===== config.mk =====
export PLATFORM = sky130hd
export DESIGN_NAME = dma_serial_engine
export DESIGN_NICKNAME = d
export VERILOG_FILES = /design/src/rtl/dma_serial_pkg.sv /design/src/rtl/dma_chan_slot.sv /design/src/rtl/dma_prio.sv /design/src/rtl/dma_phase_seq.sv /design/src/rtl/dma_serial_engine.sv
export SDC_FILE = /design/constraint.sdc
export NUM_CORES = 1
export LEC_CHECK = 0
export BUFFER_PORTS_ARGS = -buffer_cell sky130_fd_sc_hd__buf_2
export CORE_ASPECT_RATIO = 1.25
export CORE_MARGIN = 5
export CORE_UTILIZATION = 30
export CTS_CLUSTER_SIZE = 28
export DETAILED_ROUTE_END_ITERATION = 8
export GPL_ROUTABILITY_DRIVEN = 0
export HOLD_SLACK_MARGIN = 0.12
export SLEW_MARGIN = 20
export SYNTH_ARGS = -nofsm -noshare
export SYNTH_HDL_FRONTEND = slang
export SYNTH_SLANG_ARGS = --single-unit

===== constraint.sdc =====
create_clock -name clk -period 3.5 [get_ports clk]
set_input_delay 0.175 -clock clk [delete_from_list [all_inputs] [get_ports clk]]
set_output_delay 0.175 -clock clk [all_outputs]
set_load 0.03 [all_outputs]

===== src/rtl/dma_serial_pkg.sv =====
package dma_serial_pkg;
  typedef enum logic [1:0] {
    OP_VERIFY = 2'b00,
    OP_IO2MEM = 2'b01,
    OP_MEM2IO = 2'b10,
    OP_NONE   = 2'b11
  } op_e;

  typedef enum logic [1:0] {
    ST_IDLE = 2'b00,
    ST_SRC  = 2'b01,
    ST_DST  = 2'b10
  } phase_e;

  // Source side is memory for verify and memory-to-I/O.
  function automatic logic src_is_mem(input op_e op);
    return op != OP_IO2MEM;
  endfunction
endpackage


===== src/rtl/dma_chan_slot.sv =====
module dma_chan_slot
  import dma_serial_pkg::*;
#(
  parameter int AW  = 24,
  parameter int IOW = 16,
  parameter int CW  = 16
) (
  input  logic           clk,
  input  logic           rst_n,
  input  logic           load,
  input  logic [AW-1:0]  ld_addr,
  input  logic [IOW-1:0] ld_io,
  input  logic [CW-1:0]  ld_cnt,
  input  op_e            ld_op,
  input  logic           ld_down,
  input  logic           ld_io_en,
  input  logic           adv,
  output logic [AW-1:0]  addr_o,
  output logic [IOW-1:0] io_o,
  output op_e            op_o,
  output logic           io_en_o,
  output logic           last_o,
  output logic           armed_o,
  output logic           done_o
);
  logic [CW-1:0] cnt_q;
  logic          down_q;

  function automatic logic [AW-1:0] step_addr(input logic [AW-1:0] a, input logic dn);
    return dn ? a - AW'(1) : a + AW'(1);
  endfunction

  assign last_o = (cnt_q == '0);

  always_ff @(posedge clk or negedge rst_n) begin
    if (!rst_n) begin
      addr_o  <= '0;
      io_o    <= '0;
      cnt_q   <= '0;
      op_o    <= OP_NONE;
      down_q  <= 1'b0;
      io_en_o <= 1'b0;
      armed_o <= 1'b0;
      done_o  <= 1'b0;
    end else if (load) begin
      addr_o  <= ld_addr;
      io_o    <= ld_io;
      cnt_q   <= ld_cnt;
      op_o    <= ld_op;
      down_q  <= ld_down;
      io_en_o <= ld_io_en;
      armed_o <= (ld_op != OP_NONE);
      done_o  <= 1'b0;
    end else if (adv) begin
      addr_o <= step_addr(addr_o, down_q);
      cnt_q  <= cnt_q - CW'(1);
      if (last_o) begin
        armed_o <= 1'b0;
        done_o  <= 1'b1;
      end
    end
  end
endmodule


===== src/rtl/dma_prio.sv =====
module dma_prio #(
  parameter int NCH = 4,
  localparam int IW = (NCH > 1) ? $clog2(NCH) : 1
) (
  input  logic [NCH-1:0] elig,
  output logic           any,
  output logic [IW-1:0]  idx
);
  always_comb begin
    any = |elig;
    idx = '0;
    for (int i = NCH - 1; i >= 0; i--) begin
      if (elig[i]) idx = IW'(i);
    end
  end
endmodule


===== src/rtl/dma_phase_seq.sv =====
module dma_phase_seq
  import dma_serial_pkg::*;
#(
  parameter int AW  = 24,
  parameter int IOW = 16,
  parameter int DW  = 16,
  parameter int IW  = 2
) (
  input  logic           clk,
  input  logic           rst_n,
  input  logic           any,
  input  logic [IW-1:0]  pick_idx,
  input  logic           grant,
  input  op_e            op,
  input  logic [AW-1:0]  mem_addr,
  input  logic [IOW-1:0] io_addr,
  input  logic           io_en,
  input  logic           bus_ack,
  input  logic [DW-1:0]  bus_rdata,
  output logic [IW-1:0]  sel_idx,
  output logic           start,
  output logic           step,
  output logic           bus_req,
  output logic [AW-1:0]  bus_addr,
  output logic           bus_mio,
  output logic           bus_rd,
  output logic           bus_wr,
  output logic [DW-1:0]  bus_wdata
);
  phase_e        st_q;
  logic [DW-1:0] hold_q;
  logic [AW-1:0] io_phase_addr;
  logic          mem_src;

  assign mem_src       = src_is_mem(op);
  assign io_phase_addr = io_en ? {{(AW-IOW){1'b0}}, io_addr} : '0;
  assign start         = (st_q == ST_IDLE) && any && grant;
  assign step          = bus_ack && (((st_q == ST_SRC) && (op == OP_VERIFY)) || (st_q == ST_DST));
  assign bus_req       = any || (st_q != ST_IDLE);
  assign bus_wdata     = hold_q;

  always_comb begin
    bus_rd   = 1'b0;
    bus_wr   = 1'b0;
    bus_mio  = 1'b0;
    bus_addr = '0;
    case (st_q)
      ST_SRC: begin
        bus_rd   = 1'b1;
        bus_mio  = mem_src;
        bus_addr = mem_src ? mem_addr : io_phase_addr;
      end
      ST_DST: begin
        bus_wr   = 1'b1;
        bus_mio  = !mem_src;
        bus_addr = mem_src ? io_phase_addr : mem_addr;
      end
      default: ;
    endcase
  end

  always_ff @(posedge clk or negedge rst_n) begin
    if (!rst_n) begin
      st_q    <= ST_IDLE;
      sel_idx <= '0;
      hold_q  <= '0;
    end else begin
      case (st_q)
        ST_IDLE: if (start) begin
          sel_idx <= pick_idx;
          st_q    <= ST_SRC;
        end
        ST_SRC: if (bus_ack) begin
          hold_q <= bus_rdata;
          st_q   <= (op == OP_VERIFY) ? ST_IDLE : ST_DST;
        end
        ST_DST: if (bus_ack) st_q <= ST_IDLE;
        default: st_q <= ST_IDLE;
      endcase
    end
  end
endmodule


===== src/rtl/dma_serial_engine.sv =====
module dma_serial_engine
  import dma_serial_pkg::*;
#(
  parameter int NCH = 4,
  parameter int AW  = 24,
  parameter int IOW = 16,
  parameter int DW  = 16,
  parameter int CW  = 16,
  localparam int IW = (NCH > 1) ? $clog2(NCH) : 1
) (
  input  logic           clk,
  input  logic           rst_n,
  input  logic           cfg_we,
  input  logic [IW-1:0]  cfg_ch,
  input  logic [AW-1:0]  cfg_mem_addr,
  input  logic [IOW-1:0] cfg_io_addr,
  input  logic [CW-1:0]  cfg_count,
  input  logic [1:0]     cfg_op,
  input  logic           cfg_down,
  input  logic           cfg_io_en,
  input  logic [NCH-1:0] req,
  input  logic [NCH-1:0] mask,
  input  logic           grant,
  output logic           bus_req,
  output logic [AW-1:0]  bus_addr,
  output logic           bus_mio,
  output logic           bus_rd,
  output logic           bus_wr,
  output logic [DW-1:0]  bus_wdata,
  input  logic [DW-1:0]  bus_rdata,
  input  logic           bus_ack,
  output logic [NCH-1:0] tc,
  output logic [NCH-1:0] done
);
  logic [AW-1:0]  ch_addr  [NCH];
  logic [IOW-1:0] ch_io    [NCH];
  op_e            ch_op    [NCH];
  logic [NCH-1:0] ch_io_en, ch_last, ch_armed, elig, adv;
  logic           any, start, step;
  logic [IW-1:0]  pick_idx, sel_idx;
  op_e            start_op;
  logic           sel_io_en;

  for (genvar i = 0; i < NCH; i++) begin : g_ch
    assign elig[i] = req[i] && ch_armed[i] && !mask[i];
    assign adv[i]  = step && (sel_idx == IW'(i));
    dma_chan_slot #(.AW(AW), .IOW(IOW), .CW(CW)) u_slot (
      .clk(clk), .rst_n(rst_n),
      .load(cfg_we && (cfg_ch == IW'(i))),
      .ld_addr(cfg_mem_addr), .ld_io(cfg_io_addr), .ld_cnt(cfg_count),
      .ld_op(op_e'(cfg_op)), .ld_down(cfg_down), .ld_io_en(cfg_io_en),
      .adv(adv[i]),
      .addr_o(ch_addr[i]), .io_o(ch_io[i]), .op_o(ch_op[i]),
      .io_en_o(ch_io_en[i]), .last_o(ch_last[i]),
      .armed_o(ch_armed[i]), .done_o(done[i])
    );
  end

  dma_prio #(.NCH(NCH)) u_prio (.elig(elig), .any(any), .idx(pick_idx));

  assign start_op  = ch_op[pick_idx];
  assign sel_io_en = ch_io_en[sel_idx];

  dma_phase_seq #(.AW(AW), .IOW(IOW), .DW(DW), .IW(IW)) u_seq (
    .clk(clk), .rst_n(rst_n), .any(any), .pick_idx(pick_idx), .grant(grant),
    .op(ch_op[sel_idx]), .mem_addr(ch_addr[sel_idx]), .io_addr(ch_io[sel_idx]),
    .io_en(sel_io_en), .bus_ack(bus_ack), .bus_rdata(bus_rdata),
    .sel_idx(sel_idx), .start(start), .step(step), .bus_req(bus_req),
    .bus_addr(bus_addr), .bus_mio(bus_mio), .bus_rd(bus_rd), .bus_wr(bus_wr),
    .bus_wdata(bus_wdata)
  );

  always_ff @(posedge clk or negedge rst_n) begin
    if (!rst_n) tc <= '0;
    else        tc <= (step && ch_last[sel_idx]) ? ({{(NCH-1){1'b0}}, 1'b1} << sel_idx) : '0;
  end
endmodule


==> results.py <==
metrics = {
    "logic_synthesis": {
        "yosysTopAreaCellShare_pct": 37.0,
        "synth_edf_count": 0,
        "yosysWarnings": 0,
        "syn_area_um2": 17800,
        "ys_seq_elements": 272,
        "synth_top_cell_by_area": "dfrtp_1",
        "synth_cell_types": 74,
        "avgSynthCellArea_um2": 8.62,
        "synth_fp_nets": 2262,
        "synthFlopType": "dfrtp_1",
        "synthCells": 2068,
        "synthTopCellsByArea": "dfrtp_1 37%, nand2_1 9.9%, ha_1 6.9%",
        "synth_seq_area_share_pct": 38.2,
        "synthArstFlopShare_pct": 100,
    },
    "clocking": {
        "htreeDepth": 1,
        "cts_tree": "built",
        "clockRootBuffer": "clkbuf_16",
        "clkTransAtPathRegs_ns": 0.06,
        "post_cts_buffers": 0,
        "cts_sinks": 272,
        "numCtsBuffers": 30,
        "clock_latency_ns": 0.57,
        "cts_buffer_depth": 3,
    },
    "timing": {
        "setup_viol": 0,
        "slew_violations": 0,
        "slew_headroom_pct": 28.8,
        "fmax_mhz": 308,
        "worstMarginPinSlew_ns": 1.07,
        "skew_ns": 0.0105,
        "rsz0062_at_grt": "false",
        "period_share_pct": 92.8,
        "fin_setup_tns_ns": 0,
        "setup_slack_ns": 0.252,
        "finalCriticalPeriod_ns": 3.25,
        "hold_violations": 0,
    },
    "grt": {
        "track_usage_pct": 18.0,
        "grt_pass1_vias": 16400,
        "overflow": 0,
        "grt_pass1_wl_um": 93800,
        "antenna_found_initial": 4,
        "grt_max_degree": 104,
    },
    "cells_and_area": {
        "layoutNonFillerInstCount": 3047,
        "drive_gt1_share_pct": 13.9,
        "mostFrequentLayoutCells": "471 x nand2_1, 262 x dfrtp_1, 167 x o21ai_0",
        "area_growth_pct": 19.8,
        "layout_commonest_cell": "nand2_1",
        "final_net_count": 2454,
    },
    "flow_run": {
        "maxCapViolations": 0,
    },
    "placement": {
        "place_inst": 2910,
        "io_buffers": 142,
        "place_hpwl_um": 43100,
        "dp_slack_ns": 0.211,
    },
    "setup_path": {
        "cp-start-kind": "register",
        "worstPathRequired_ns": 3.95,
        "critPathMaxFanout": 21,
        "cpMostUsedCell": "o31a_1",
        "crit_chain": "buf_6, ha_1, o21a_1, o31a_1, o31a_1, a221o_1, a2111oi_1, nor3_1, a31oi_1, xor2_1, o311ai_0",
        "worstPathArrival_ns": 3.70,
        "cp_slowest_stage_delay_ns": 0.43,
        "ff2ff_path_depth": 11,
        "cp-end-kind": "register",
        "crit_family": "compound AO/OA/AOI/OAI gates",
        "crit_type": "reg2reg",
        "cp_num_cells": 11,
        "path_buf_inv": 1,
        "crit_path_top_delay_cell": "dfrtp_1",
        "reg2reg_slack_ns": 0.25,
    },
    "route": {
        "via_per_inst": 5.36,
        "dr.pass1.iters": 5,
        "drtIter0Drc": 1571,
        "drt_wl_total_um": 59600,
        "ant_nets": 0,
        "vias": 16300,
        "routedWlPerCell_um": 19.6,
        "drcViolationCount": 0,
    },
    "hold_path": {
        "holdCritPathClass": "in2async",
    },
    "power_and_ir_drop": {
        "cellPowerDensity_nw_per_um2": 787,
        "peakVddDrop_mv": 0.371,
        "p_total_mw": 16.8,
        "leakage_nw": 9.48,
    },
    "floorplan": {
        "row_count": 100,
        "coreArea_um2": 59200,
        "dieArea_um2": 64500,
        "die_x_um": 228,
        "die_y_um": 283,
        "io_pins": 143,
        "start_util_pct": 30.1,
    },
    "outcome": {
        "status": "completed",
    },
}
## where the power goes
group | internal, mW | switching [mW]
Sequential | 4.05 | 0.978
Clock | 2.00 | 1.35
Combinational | 3.55 | 4.87
Total | 9.61 | 7.20
## flip-flops by register name (all words and copies together), names as in the netlist
name / count
g_ch.u_slot.addr_o: 96
g_ch.u_slot.cnt_q: 64
g_ch.u_slot.io_o: 64
u_seq.bus_wdata: 16
g_ch.u_slot.op_o: 8
g_ch.u_slot.armed_o: 4
g_ch.u_slot.done_o: 4
g_ch.u_slot.down_q: 4
g_ch.u_slot.io_en_o: 4
tc: 4
u_seq.sel_idx: 2
u_seq.st_q: 2
## worst reg2reg max path: cells and delay by family, from the launching register on
family | cells | cell delay [ns]
fa+ha+maj | 1 | 0.36
buf+inv | 1 | 0.20
simple gates | 1 | 0.15
xor+xnor | 1 | 0.10
flops | 1 | 0.43
compound gates | 7 | 1.88
## through the flow
step | utilization [%] | cell area (um2) | hold slack, ns
floorplan | - | 17800 | -0.121
global placement | 32.9 | 19500 | 0.289
detailed placement | 32.9 | 19500 | 0.296
CTS | 36.1 | 21300 | 0.241
global route | 36.1 | 21400 | 0.310
finish | 36.1 | 21400 | 0.241
## area by class of cell
cell class                 instances  area, um2
fill                            5959      37800
inverter                          37        139
clock inverter                    13        175
clock buffer                      39        856
sequential                       272       6820
multi-input combinational       1657      10500
antenna                            2       5.00
tap                              765        957
timing repair buffer             262       1900
## timing repair
item / CTS / global route
hold buffers: 83 / 0
hold endpoints to repair: 350 / 0
gates resized for setup: 0 / 2
endpoints found under the setup margin: 0 / 1
## routing by layer
layer  share of wire (%)  GRT usage [%]  vias up
li1                    -              -     7675
met1                  41           23.1     7930
met3                 7.1           2.94      127
met5                   0              0        -
met4                 4.4           7.59        0
met2                  47           30.3      597
## path summary, 6_finish.rpt
path,from,endpoint
worst max-delay path,g_ch[2].u_slot.down_q,g_ch[2].u_slot.addr_o[20]
worst min-delay path,rst_n,u_seq.bus_wdata[2]
worst max register to register,g_ch[2].u_slot.down_q,g_ch[2].u_slot.addr_o[20]
worst min register to register,g_ch[2].u_slot.op_o[0],g_ch[2].u_slot.op_o[0]
max in group asynchronous,rst_n,g_ch[1].u_slot.cnt_q[8]
min in group clk,cfg_we,g_ch[3].u_slot.addr_o[5]
## cells by family after synthesis
family          count (synthesis)  share of synthesized area, %
simple gates                  858                          21.3
xor+xnor                      131                          6.43
mux                            67                          6.89
flops                         272                          38.2
buf+inv                       139                          3.03
fa+ha+maj                     103                          7.39
compound gates                498                          16.7
## cells in the mapped netlist, types with 14 or more instances
cell and n:
a211oi_1 14, a21boi_0 18, a21o_1 44, a21oi_1 142
a31oi_1 24, and3_1 30, clkbuf_1 86, dfrtp_1 264
ha_1 99, inv_1 37, mux2_2 16, mux4_2 43
nand2_1 471, nand3_1 57, nand4_1 15, nor2_1 142
nor2b_1 16, nor3_1 45, nor4_1 16, o21a_1 14
o21ai_0 167, or3_1 18, xnor2_1 76, xor2_1 55
Note: power is estimated with default switching activity, not from simulation.
